### src/rtl/pm_pkg.sv
package pm_pkg;

    localparam int unsigned SPR_ADDR_W  = 16;
    localparam int unsigned SPR_DATA_W  = 32;
    localparam int unsigned GROUP_SHIFT = 11;

    // Stored word. Packing order gives the bit positions:
    // suspend=7, clk_gate=6, sleep=5, doze=4, slow=3:0.
    typedef struct packed {
        logic       suspend;
        logic       clk_gate;
        logic       sleep;
        logic       doze;
        logic [3:0] slow;
    } pm_fields_t;

    localparam int unsigned FIELD_W = $bits(pm_fields_t);

    function automatic logic [SPR_ADDR_W-1:0] spr_flat_addr(input int unsigned grp,
                                                            input int unsigned num);
        return SPR_ADDR_W'((grp << GROUP_SHIFT) + num);
    endfunction

endpackage

### src/rtl/pm_field_reg.sv
module pm_field_reg
    import pm_pkg::*;
(
    input  logic       clk,
    input  logic       rst_n,
    input  logic       wr_hit,
    input  pm_fields_t wr_val,
    input  logic       exc_entry,
    output pm_fields_t fields_q
);

    typedef struct packed {
        pm_fields_t f;
    } reg_state_t;

    reg_state_t st_d, st_q;

    always_comb begin
        st_d = st_q;
        if (wr_hit) begin
            st_d.f = wr_val;
        end
        if (exc_entry) begin
            st_d.f.doze  = 1'b0;
            st_d.f.sleep = 1'b0;
        end
    end

    always_ff @(posedge clk) begin
        if (!rst_n) begin
            st_q <= '0;
        end else begin
            st_q <= st_d;
        end
    end

    assign fields_q = st_q.f;

    p_exc_clears_req_r4: assert property (@(posedge clk) disable iff (!rst_n)
        exc_entry |=> (!fields_q.doze && !fields_q.sleep));

    p_exc_keeps_rest_r4: assert property (@(posedge clk) disable iff (!rst_n)
        (exc_entry && !wr_hit) |=> (fields_q.slow == $past(fields_q.slow)
                                    && fields_q.suspend == $past(fields_q.suspend)));

    p_idle_holds_r2: assert property (@(posedge clk) disable iff (!rst_n)
        (!exc_entry && !wr_hit) |=> $stable(fields_q));

endmodule

### src/rtl/pm_halt_ctrl.sv
module pm_halt_ctrl (
    input  logic clk,
    input  logic rst_n,
    input  logic enter_req,
    input  logic exc_entry,
    input  logic irq_pending,
    input  logic timer_kick,
    output logic halt_q_o,
    output logic adv_q_o
);

    typedef struct packed {
        logic halt;
        logic adv;
    } halt_state_t;

    halt_state_t st_d, st_q;
    logic        wake;
    logic        enter_ok;

    assign wake     = exc_entry | irq_pending | timer_kick;
    assign enter_ok = enter_req & ~exc_entry;

    always_comb begin
        st_d     = st_q;
        st_d.adv = 1'b0;
        if (st_q.halt) begin
            st_d.halt = ~wake;
        end else if (enter_ok) begin
            st_d.halt = 1'b1;
            st_d.adv  = 1'b1;
        end
    end

    always_ff @(posedge clk) begin
        if (!rst_n) begin
            st_q <= '0;
        end else begin
            st_q <= st_d;
        end
    end

    assign halt_q_o = st_q.halt;
    assign adv_q_o  = st_q.adv;

    p_enter_halt_r3: assert property (@(posedge clk) disable iff (!rst_n)
        (enter_req && !exc_entry && !halt_q_o) |=> (halt_q_o && adv_q_o));

    p_adv_single_r3: assert property (@(posedge clk) disable iff (!rst_n)
        adv_q_o |=> !adv_q_o);

    p_wake_r6: assert property (@(posedge clk) disable iff (!rst_n)
        (halt_q_o && wake) |=> !halt_q_o);

    p_hold_r9: assert property (@(posedge clk) disable iff (!rst_n)
        (halt_q_o && !wake) |=> (halt_q_o && !adv_q_o));

    p_stay_awake_r6: assert property (@(posedge clk) disable iff (!rst_n)
        (!halt_q_o && !enter_req) |=> !halt_q_o);

endmodule

### src/rtl/pm_idle_ctrl.sv
module pm_idle_ctrl
    import pm_pkg::*;
#(
    parameter int unsigned ADDR_W  = SPR_ADDR_W,
    parameter int unsigned DATA_W  = SPR_DATA_W,
    parameter int unsigned PM_GRP  = 8,
    parameter int unsigned PM_NUM  = 0
) (
    input  logic              clk,
    input  logic              rst_n,
    input  logic [ADDR_W-1:0] spr_addr_i,
    input  logic [DATA_W-1:0] spr_wdata_i,
    input  logic              spr_we_i,
    output logic [DATA_W-1:0] spr_rdata_o,
    input  logic              exc_entry_i,
    input  logic              irq_pending_i,
    input  logic              timer_kick_i,
    output logic              halt_o,
    output logic              pc_adv_o,
    output logic [3:0]        slow_factor_o,
    output logic              doze_o,
    output logic              sleep_o,
    output logic              clk_gate_o,
    output logic              suspend_o
);

    localparam logic [ADDR_W-1:0] PM_ADDR = ADDR_W'(spr_flat_addr(PM_GRP, PM_NUM));
    localparam int unsigned       PAD_W   = DATA_W - FIELD_W;

    logic       addr_hit;
    logic       wr_hit;
    logic       enter_req;
    pm_fields_t wr_val;
    pm_fields_t fields;
    logic       unused_wdata_hi;

    assign addr_hit        = (spr_addr_i == PM_ADDR);
    assign wr_hit          = addr_hit & spr_we_i;
    assign wr_val          = pm_fields_t'(spr_wdata_i[FIELD_W-1:0]);
    assign enter_req       = wr_hit & (wr_val.doze | wr_val.sleep);
    assign unused_wdata_hi = ^spr_wdata_i[DATA_W-1:FIELD_W];

    pm_field_reg u_fields (
        .clk       (clk),
        .rst_n     (rst_n),
        .wr_hit    (wr_hit),
        .wr_val    (wr_val),
        .exc_entry (exc_entry_i),
        .fields_q  (fields)
    );

    pm_halt_ctrl u_halt (
        .clk         (clk),
        .rst_n       (rst_n),
        .enter_req   (enter_req),
        .exc_entry   (exc_entry_i),
        .irq_pending (irq_pending_i),
        .timer_kick  (timer_kick_i),
        .halt_q_o    (halt_o),
        .adv_q_o     (pc_adv_o)
    );

    always_comb begin
        spr_rdata_o = '0;
        if (addr_hit) begin
            spr_rdata_o = {{PAD_W{1'b0}}, fields};
        end
    end

    assign slow_factor_o = fields.slow;
    assign doze_o        = fields.doze;
    assign sleep_o       = fields.sleep;
    assign clk_gate_o    = fields.clk_gate;
    assign suspend_o     = fields.suspend;

    p_miss_ignored_r1: assert property (@(posedge clk) disable iff (!rst_n)
        (spr_we_i && !addr_hit && !exc_entry_i) |=> $stable(fields));

    p_store_lands_r7: assert property (@(posedge clk) disable iff (!rst_n)
        (wr_hit && !exc_entry_i) |=> (fields == $past(wr_val)));

    p_read_zero_miss_r1: assert property (@(posedge clk) disable iff (!rst_n)
        !addr_hit |-> (spr_rdata_o == '0));

endmodule

### config.mk
export PLATFORM = sky130hd
export DESIGN_NAME = pm_idle_ctrl
export DESIGN_NICKNAME = d
export VERILOG_FILES = /design/src/rtl/pm_pkg.sv /design/src/rtl/pm_field_reg.sv /design/src/rtl/pm_halt_ctrl.sv /design/src/rtl/pm_idle_ctrl.sv
export SDC_FILE = /design/constraint.sdc
export NUM_CORES = 1
export LEC_CHECK = 0
export BUFFER_PORTS_ARGS = -buffer_cell sky130_fd_sc_hd__buf_4
export CAP_MARGIN = 10
export CELL_PAD_IN_SITES_DETAIL_PLACEMENT = 0
export CELL_PAD_IN_SITES_GLOBAL_PLACEMENT = 1
export CORE_ASPECT_RATIO = 1.5
export CORE_MARGIN = 5
export CORE_UTILIZATION = 20
export CTS_BUF_LIST = sky130_fd_sc_hd__clkbuf_4 sky130_fd_sc_hd__clkbuf_8
export DETAILED_ROUTE_END_ITERATION = 16
export GPL_ROUTABILITY_DRIVEN = 0
export GPL_TIMING_DRIVEN = 1
export PLACE_DENSITY_LB_ADDON = 0.1
export SYNTH_ARGS = -nofsm -noshare
export SYNTH_HDL_FRONTEND = slang
export SYNTH_SLANG_ARGS = --single-unit
### constraint.sdc
create_clock -name clk -period 1.9 [get_ports clk]
set_clock_uncertainty 0.2 [all_clocks]
set_input_delay 0.19 -clock clk [delete_from_list [all_inputs] [get_ports clk]]
set_output_delay 0.19 -clock clk [all_outputs]
set_load 0.1 [all_outputs]
# After elaboration in Yosys (flattened, before gate mapping)

Cells that the tools add are included.
Widths: inputs -> output; s select.

Output and inout port bits: 42
Input port bits: 54
Bits in registers: 10
Logic and storage cells: 22

Multiplexer cells: 3
Bitwise logic cells: 9
Reduce and logical (&&, ||, !) cells: 2
Equal/unequal tests: 1

Operators with widths:

| cell                 | number |
|---|---|
| $eq 16x15->1 const B | 1 |
| $mux 8               | 1 |
| $reduce_or 2->1      | 2 |
| $and 1x1->1          | 3 |
| $not 1->1            | 3 |
| $or 1x1->1           | 3 |
| $mux 2               | 1 |
| $mux 1               | 1 |

# Longest topological paths before layout

Gate-level depths: netlist of the first run.

Depth after elaboration: 6
Mapped depth: 5
Depth with buffers taken out: 4

# Cells and area by module

Synthesis of the first run repeated with hierarchy kept, for this count alone.

Cell total of the unflattened synthesis: 74
Area total of the unflattened synthesis: 671.9 µm²

By module, submodules not included:

| module       | times used | cells each | area an instance (µm²) | seq. area each (µm²) |
|---|---|---|---|---|
| pm_field_reg | 1          | 26         | 302.8                  | 160.2 |
| pm_idle_ctrl | 1          | 41         | 299.0                  | 0.0 |
| pm_halt_ctrl | 1          | 7          | 70.1                   | 40.0 |

# Worst setup path after synthesis of the first run

No wires, ideal clock.

Kind: reg-to-output
Start: register u_fields.st_q, in the netlist u_fields.fields_q[0]
End: output spr_rdata_o[0]
Data required time: 1.510 ns
Stages on the path, launching flop included: 2
Buffers on the path: 0
Slack: -0.062 ns
Arrival: 1.572 ns
Path through: dfxtp_1 > and2_2

Cells in the longest elaborated chain, start to end: 1

RTL lines:

| what                   | RTL line           | source |
|---|---|---|
| from (decl)            | pm_field_reg.sv:16 | `reg_state_t st_d, st_q;` |
| from (signal assigned) | pm_field_reg.sv:33 | `st_q <= st_d;` |
| $mux 8                 | pm_idle_ctrl.sv:65 | `if (addr_hit) begin` |
| to (decl)              | pm_idle_ctrl.sv:14 | `output logic [DATA_W-1:0] spr_rdata_o,` |

Every way passes these cells.

# Worst setup path in the final report of the first run

Start: input spr_addr_i[3]
End: output spr_rdata_o[1]

Cells in the longest elaborated chain, start to end: 2

RTL lines:

| what         | RTL line           | source |
|---|---|---|
| from (decl)  | pm_idle_ctrl.sv:11 | `input logic [ADDR_W-1:0] spr_addr_i,` |
| $eq 16x15->1 | pm_idle_ctrl.sv:37 | `assign addr_hit = (spr_addr_i == PM_ADDR);` |
| $mux 8       | pm_idle_ctrl.sv:65 |  |

Every way passes these cells.

==> summary.txt, run 1 <==
Clock tree
  – Hold_buf cts: 2
  – Setup Fix Bufs, Post-CTS: 0
  – Clock-pin slew on the worst setup and hold paths: 0.05 ns
  – Post-CTS sizing: 0
  – Clock root buffer: clkbuf_8
  – Num CTS Buffers: 3
  – Clk_lat worst skew: 0.23 ns
  – TritonCTS clock tree: built
  – CTS Sinks: 10
  – CTS max path bufs: 2
  – H-tree Lvls: 1

Pwr
  – Combinational share of power: 0.366
  – Sw Ratio: 0.4159
  – Internal Power: 437.6 uW
  – Seq pwr share: 0.280
  – Worst vdd ir: 0.2198 mV
  – Clock power share: 0.354
  – PD cells: 657.3 nW/um2
  – Design Power: 749.3 uW
  – P_leak: 0.0006081 uW
  – Sw Pwr: 311.6 uW

Synth
  – Synthesized area per cell: 8.990 um2
  – Yosys warnings: 0
  – Area leader, netlist: dfxtp_1
  – Seq/Total Area, Yosys: 0.2749
  – Post-synth cell types: 18
  – Ys async rst share: 0
  – Most common cell in the netlist: buf_4
  – Most used DFF post-synth: dfxtp_1
  – Number of synthesized flops with an enable pin: 0
  – Mapped cell area: 728.2 um2
  – Yosys top cell area share: 0.2749
  – #FFs+latches synth: 10
  – Largest cells by area after synthesis: dfxtp_1 (27%), buf_4 (25%), mux2i_1 (11%), and2_2 (8.2%), nand2_1 (8.2%)
  – Mapped Cells: 81
  – Most common library cells after synthesis: buf_4 (24), nand2_1 (16), dfxtp_1 (10)

Die
  – Core area: 3581 um2
  – Initial Utilization: 0.2034
  – Die ar.: 4972 um2
  – Die H: 83.90 um
  – Row count: 27
  – Top Ports: 96
  – Die extent in x: 59.27 um

Placed design
  – Post-Place Cell Area: 1065 um2
  – Port-buffer cells: 47
  – Detail Placement HPWL: 1639 um

Routing
  – DRT Pass-1 Iters: 2
  – Wire per inst: 10.96 um
  – Vias per cell: 3.807
  – ANT nets after route: 0
  – Via Count: 670
  – 1st-iter DRT viols: 3
  – Residual DRC: 0
  – Routed wire length: 1929 um

Timing
  – Slew Limit Fails: 0
  – FMAX: 562.6 MHz
  – Final setup violating endpoints: 0
  – Hold Fails Final Rpt: 0
  – RSZ-0062 raised after global routing: false
  – Crit path time final: 1.778 ns
  – Setup_tns: 0 ns
  – Final period util: 0.9355

Finish
  – Antenna fix cells: 0
  – Final Net Count: 188
  – Syn-to-layout area delta: 56.53%
  – Post-Layout Inst Area: 1140 um2
  – Layout cells sized above 1: 0.5564

Global route
  – Gr usage total: 0.08030
  – Total grt overflow: 0
  – Initial antenna violation count: 0
  – Vias in the first global route: 712
  – First-pass GRT wire length: 3084 um
  – Largest net degree at the start of global routing: 15

Critical path
  – Worst setup path class: in2out
  – Crit path capture type: output port
  – Reg2reg setup slack: 0.66 ns
  – Crit Path Max Fanout: 9
  – Worst path required time: 1.51 ns
  – Arr. time, crit path: 1.39 ns
  – Startpoint Class: input port

Hold path
  – Hold crit path type: in2reg

Run status
  – Status: complete, no violations

Run
  – Max-cap violations: 0
==> power by group through the flow <==
| stage | registers [uW] | clock network (uW) | logic [uW] |
|---|---|---|---|
| after CTS | 210 | 274 | 274 |
| after detailed placement | 214 | 0 | 270 |
| after floorplan | 214 | 0 | 257 |
| after global routing | 210 | 284 | 284 |
| after global placement | 214 | 0 | 270 |
| final | 210 | 265 | 274 |
==> cells in the final DEF (no fill, tap or decap), drive strengths merged <==
master and count:
nand2b 1, or4b 1, clkbuf 4, dlygate4sd3 2
buf 49, nor2 1, dfxtp 10, o41ai 1
nor4 4, nor2b 1, and4 1, mux2i 8
conb 24, and2 8, nand2 17, nor4b 1
==> flip-flops by register name, summed over array words and instances (netlist names) <==
| register | count |
|---|---|
| u_fields.fields_q | 8 |
| u_halt.adv_q_o | 1 |
| u_halt.halt_q_o | 1 |
==> critical path: stages <==
cell and delay, ns:
buf_4 0.11, nor4b_1 0.26, and4_1 0.27, buf_12 0.14, and2_2 0.14, buf_4 0.28
==> path summary, 6_finish.rpt <==
path / from / to / cells past startpoint
min reg2reg: u_fields.fields_q[2] / u_fields.fields_q[2] / 2
max: spr_addr_i[3] / spr_rdata_o[1] / 6
min: spr_wdata_i[0] / u_fields.fields_q[0] / 3
max reg2reg: u_halt.halt_q_o / u_halt.halt_q_o / 2
==> cell type report <==
class	instances	area, um2
fill	416	2441
multi-input combinational	68	419.2
timing repair buffer	51	400.4
sequential	10	211.5
clock buffer	4	55.05
tap	43	53.80
==> per-stage QoR <==
step	util	instances	worst slack [ns]	hold slack (ns)
final	0.3183	176	0.1225	0.002849
after global routing	0.3183	176	0.05546	0.003966
after CTS	0.3183	176	0.1043	0.002380
after detailed placement	0.2973	170	0.1063	0.2496
after global placement	0.2973	170	0.07770	0.2410
after floorplan	-	104	0.2486	0.1213
==> logic make-up after synthesis <==
logic type	after synthesis	synth area share
simple gates	35	0.3041
compound gates	1	0.03781
flops	10	0.2749
other cells	1	0.005150
buf+inv	26	0.2680
mux	8	0.1100
==> routing by layer <==
layer	vias to the layer above	wire length, um	GRT usage
met5	-	0	0
met4	0	23	0.03711
met3	5	283	0.03406
met2	48	1021	0.1463
met1	293	600	0.07222
li1	324	-	-
Power figures use the tool's default switching activity.
==> run 2: changes to the inputs <==
- ABC_AREA: unset -> 1
- CTS_CLUSTER_SIZE: unset -> 28
==> run 2 against run 1 <==
Clock power down 19%. Largest cell class unchanged. Synthesized area up 14%. Utilization down 0.41 points. Largest power group unchanged.
==> summary.txt, run 2 <==
Pwr
  – P_leak: 0.0006484 uW
  – Sw Pwr: 316.8 uW
  – Seq pwr share: 0.295
  – PD cells: 568.0 nW/um2
  – Sw Ratio: 0.4444
  – Worst vdd ir: 0.2725 mV
  – Internal Power: 396.1 uW
  – Clock power share: 0.302
  – Combinational share of power: 0.403

Synth
  – Mapped cell area: 830.8 um2
  – Ys async rst share: 0
  – Yosys top cell area share: 0.2410
  – Area leader, netlist: dfxtp_1
  – Most used DFF post-synth: dfxtp_1
  – Largest cells by area after synthesis: dfxtp_1 (24%), buf_4 (22%), nor2_1 (15%), inv_1 (12%), nand2_1 (11%)
  – Most common library cells after synthesis: nor2_1 (34), inv_1 (26), nand2_1 (25)
  – Synthesized area per cell: 5.934 um2
  – Number of synthesized flops with an enable pin: 0
  – Yosys warnings: 0
  – Post-synth cell types: 14
  – Mapped Cells: 140
  – #FFs+latches synth: 10
  – Seq/Total Area, Yosys: 0.2410
  – Most common cell in the netlist: nor2_1

Finish
  – Final Net Count: 243
  – # fillers: 465
  – Area of the multi-input gates: 496.7 um2
  – Commonest non-fill, non-tap cell in the layout: buf_4
  – Most frequent cells in the layout: buf_4 (47), inv_1 (26), nor2_1 (26)
  – Layout cells sized above 1: 0.3850
  – Finished Core Util: 0.3142
  – Max reg flops: 8
  – Sequential Area: 210.2 um2
  – Antenna fix cells: 0
  – Syn-to-layout area delta: 51.05%

Die
  – Top Ports: 96
  – Die H: 88.94 um
  – Core area: 3994 um2
  – Die extent in x: 62.63 um
  – Die ar.: 5570 um2
  – Initial Utilization: 0.2080
  – Row count: 28

Critical path
  – Most used cell, CP: buf_4
  – CP cell instances: buf_4 > nor2_1 > nand2_1 > nor2_2 > nand2_4 > nor2_4 > buf_4
  – Reg2reg start: u_halt.halt_q_o
  – CP top delay family: simple AND/OR/NAND/NOR gates
  – Crit path capture type: output port
  – Largest stage delay, worst path: 0.29 ns
  – Worst setup path class: in2out
  – Worst Path Buf+Inv: 2
  – Arr. time, crit path: 1.32 ns
  – R2R depth: 3
  – Crit Path Max Fanout: 8
  – Worst path required time: 1.51 ns
  – Worst R2R End: u_halt.halt_q_o
  – Slowest CP cell: buf_4
  – Reg2reg setup slack: 0.91 ns
  – Startpoint Class: input port

Clock tree
  – H-tree Lvls: 1
  – Setup Fix Bufs, Post-CTS: 0
  – TritonCTS clock tree: built
  – Clk_lat worst skew: 0.23 ns
  – Num CTS Buffers: 3
  – Hold_buf cts: 0
  – Clock-pin slew on the worst setup and hold paths: 0.05 ns
  – CTS max path bufs: 2
  – Clock root buffer: clkbuf_8
  – CTS Sinks: 10

Placed design
  – Port-buffer cells: 47
  – Placement Setup Slack: 0.07084 ns
  – Detail Placement HPWL: 2065 um

Timing
  – Final setup violating endpoints: 0
  – Worst setup margin: 0.1927 ns
  – FMAX: 585.7 MHz
  – Setup_tns: 0 ns
  – RSZ-0062 raised after global routing: false
  – Slew Limit Fails: 0
  – Final period util: 0.8986
  – Crit path time final: 1.707 ns
  – Hold Fails Final Rpt: 0

Routing
  – 1st-iter DRT viols: 18
  – Vias per cell: 3.716
  – Residual DRC: 0
  – Wire per inst: 10.17 um
  – ANT nets after route: 0
  – Routed wire length: 2359 um
  – Via Count: 862
  – DRT Pass-1 Iters: 3

Global route
  – Initial antenna violation count: 0
  – Gr usage total: 0.08397
  – Total grt overflow: 0
  – First-pass GRT wire length: 3670 um
  – Vias in the first global route: 834
  – Largest net degree at the start of global routing: 11

Hold path
  – Hold wc startpoint: exc_entry_i
  – Hold path endpoint: u_fields.fields_q[4]
  – Hold path cells: 4
  – Hold crit path type: in2reg

Run status
  – Status: complete, no violations

Run
  – Max-cap violations: 0
==> run 2: changes by cell type after synthesis, sizes merged, moves of 2 or more <==
cell / previous run / this run
nor2: 1 / 38
o21ai: 0 / 2
and2: 8 / 0
nand2: 17 / 25
nor4: 4 / 0
nor3: 0 / 2
mux2i: 8 / 0
nand4: 0 / 8
nand3: 0 / 2
inv: 0 / 26
==> run 2: logic make-up after synthesis <==
group,Yosys count,share of synthesized area
compound gates,2,0.01204
buf+inv,52,0.3464
flops,10,0.2410
other cells,1,0.004514
simple gates,75,0.3961
==> run 2: cell type report <==
| type | count | area share |
|---|---|---|
| Sequential cell | 10 | 0.1675 |
| Tap cell | 45 | 0.04487 |
| Multi-Input combinational cell | 101 | 0.3958 |
| Timing Repair Buffer | 47 | 0.2812 |
| Inverter | 26 | 0.07777 |
| Clock buffer | 3 | 0.03290 |
==> run 2: repair_timing <==
item,CTS,global route
gates resized for setup,0,1
hold endpoints to repair,0,0
endpoints found under the setup margin,0,8
==> run 2: power by group through the flow <==
stage               clock network (uW)  registers [uW]  logic [uW]
finish                             215             210         287
global route                       235             210         300
CTS                                228             210         287
detailed placement                   0             214         287
global placement                     0             214         286
floorplan                            0             214         270
==> run 2: worst max-delay path by stage <==
stage	from	endpoint	slack [ns]	cells past startpoint
2_1_floorplan	spr_addr_i[11]	spr_rdata_o[0]	0.18	5
3_3_place_gp	spr_addr_i[1]	spr_rdata_o[0]	0.07	7
3_5_place_dp	spr_addr_i[9]	spr_rdata_o[0]	0.07	7
4_1_cts	spr_addr_i[9]	spr_rdata_o[0]	0.07	7
5_1_grt	spr_addr_i[1]	spr_rdata_o[1]	0.06	7
6_report	spr_addr_i[3]	spr_rdata_o[0]	0.19	7
==> run 2: worst reg2reg max path, cell delays in order, from the launching register on <==
cell     delay [ns]
dfxtp_1        0.32
nor3_1         0.16
o21ai_1        0.10
o21ai_0        0.15
==> run 2: through the flow <==
stage | power [uW] | cells | cell area (um2) | hold slack, ns
after floorplan | 484.3 | 163 | 989.7 | 0.1448
after global routing | 745.1 | 232 | 1255 | 0.03657
after global placement | 500.1 | 229 | 1209 | 0.2709
after CTS | 724.8 | 232 | 1250 | 0.03007
final | 712.8 | 232 | 1255 | 0.02690
after detailed placement | 500.9 | 229 | 1209 | 0.2739
==> run 2: layer usage <==
metal | up-vias | GRT usage | routed length (um)
met2 | 40 | 0.1660 | 1282
met4 | 0 | 0.05212 | 48
met5 | - | 0 | 0
met1 | 356 | 0.07915 | 831
li1 | 462 | - | -
met3 | 4 | 0.01509 | 196
==> run 3: changes to the inputs <==
- CORE_UTILIZATION: 20 -> 18
- clock period: 1.9 -> 1.5 ns (I/O delays scaled with it)
==> run 3 against run 2 <==
Sequential cell count unchanged. Sequential power grew 20%. Final cell count grew 3.9%. Global-route usage increased by 0.11 points. Sequential share of layout area fell by 1.2 points. Critical path depth is the same. Non-clock buffer count is 5 higher. Hold slack got worse by 0.022 ns. Register-to-register slack worse by 0.43 ns. Setup slack worse by 0.14 ns. First-iteration DRC count shrank 39%. Via count grew 3.1%. Largest power group unchanged.
==> summary.txt, run 3 (same netlist as run 2, synthesis figures left out) <==
Run status
  – Status: complete, no violations

Routing
  – Residual DRC: 0
  – Via Count: 889
  – Routed wire length: 2543 um
  – Vias per cell: 3.689
  – ANT nets after route: 0
  – 1st-iter DRT viols: 11
  – DRT Pass-1 Iters: 2
  – Wire per inst: 10.55 um

Clock tree
  – Clock-pin slew on the worst setup and hold paths: 0.05 ns
  – Clk_lat worst skew: 0.23 ns
  – TritonCTS clock tree: built
  – CTS max path bufs: 2
  – Clock root buffer: clkbuf_8
  – Num CTS Buffers: 3
  – H-tree Lvls: 1
  – CTS Sinks: 10

Placed design
  – Placement Setup Slack: -0.08910 ns
  – Detail Placement HPWL: 2162 um
  – Port-buffer cells: 47
  – Post-Place Cell Area: 1290 um2

Timing
  – Worst setup margin: 0.05693 ns
  – WHS: 0.004611 ns
  – Crit path time final: 1.443 ns
  – Slew Limit Fails: 0
  – RSZ-0062 raised after global routing: false
  – Setup_tns: 0 ns
  – Hold Fails Final Rpt: 0
  – FMAX: 693.0 MHz
  – Final period util: 0.9620
  – Final setup violating endpoints: 0

Global route
  – Initial antenna violation count: 0
  – Gr usage total: 0.08503
  – First-pass GRT wire length: 3967 um
  – Total grt overflow: 0
  – Vias in the first global route: 915
  – Largest net degree at the start of global routing: 11

Pwr
  – P_leak: 0.0006857 uW
  – Design Power: 924.2 uW
  – PD cells: 619.1 nW/um2
  – Worst vdd ir: 0.2503 mV

Critical path
  – Crit Path Max Fanout: 8
  – Startpoint Class: input port
  – Worst path required time: 1.15 ns
  – Reg2reg setup slack: 0.48 ns
  – Crit path capture type: output port
  – Worst setup path class: in2out
  – Arr. time, crit path: 1.09 ns

Die
  – Core area: 4504 um2
  – Initial Utilization: 0.1844
  – Row count: 30
  – Die ar.: 6102 um2
  – Die extent in x: 65.47 um
  – Top Ports: 96
  – Die H: 93.21 um

Finish
  – Final Net Count: 248
  – Most frequent cells in the layout: buf_4 (41), inv_1 (25), conb_1 (24)
  – # fillers: 510
  – Layout cells sized above 1: 0.4456
  – Commonest non-fill, non-tap cell in the layout: buf_4
  – Max reg flops: 8
  – Post-Layout Inst Area: 1493 um2
  – Syn-to-layout area delta: 79.67%
  – Antenna fix cells: 0

Run
  – Max-cap violations: 0

Hold path
  – Hold crit path type: in2reg
[run 3: layout make-up]
class                      count  area (um2)  area share
multi-input combinational    101       560.5      0.3755
timing repair buffer          52       498.0      0.3336
sequential                    10       231.5      0.1551
inverter                      26       97.59     0.06538
tap                           48       60.06     0.04023
clock buffer                   3       41.29     0.02766
clock inverter                 1       3.754    0.002515
[run 3: final timing paths]
path,startpoint,endpoint,cells past startpoint
setup / recovery,spr_addr_i[9],spr_rdata_o[5],7
setup reg to reg,u_halt.halt_q_o,u_halt.halt_q_o,3
hold reg to reg,u_halt.halt_q_o,u_halt.halt_q_o,2
hold / removal,irq_pending_i,u_halt.halt_q_o,4
[run 3: per-layer routing]
layer,vias up,part of all wire,track usage,wire [um]
li1,471,-,-,-
met1,376,0.35,0.08528,881
met2,40,0.55,0.1572,1411
met3,2,0.082,0.01923,209
met4,0,0.016,0.04671,41
met5,-,0,0,0
[run 3: repair_timing]
action                                  in CTS  in global routing
endpoints found under the hold margin        7                  0
cloned                                       0                  0
endpoints found under the setup margin       8                  8
buffers inserted                             1                  0
hold buffers                                 3                  0
pin swaps                                    2                 11
resized for setup                           24                  7
[run 3: power breakdown]
part           internal, uW  total [uW]  switching, uW
logic                  70.8         386            315
clock network           180         287            107
registers               252         252        0.00145
[run 3: worst max-delay path, stage by stage]
cell     delay (ns)
buf_4          0.11
nor2_1         0.12
nand2_2        0.08
nor2_4         0.15
nand2_8        0.14
nor2_4         0.15
buf_12         0.18
[run 3: through the flow]
| step | instances | util |
|---|---|---|
| finish | 241 | 0.3314 |
| global route | 241 | 0.3314 |
| detailed placement | 233 | 0.2864 |
| CTS | 241 | 0.3269 |
| floorplan | 163 | - |
| global placement | 233 | 0.2864 |
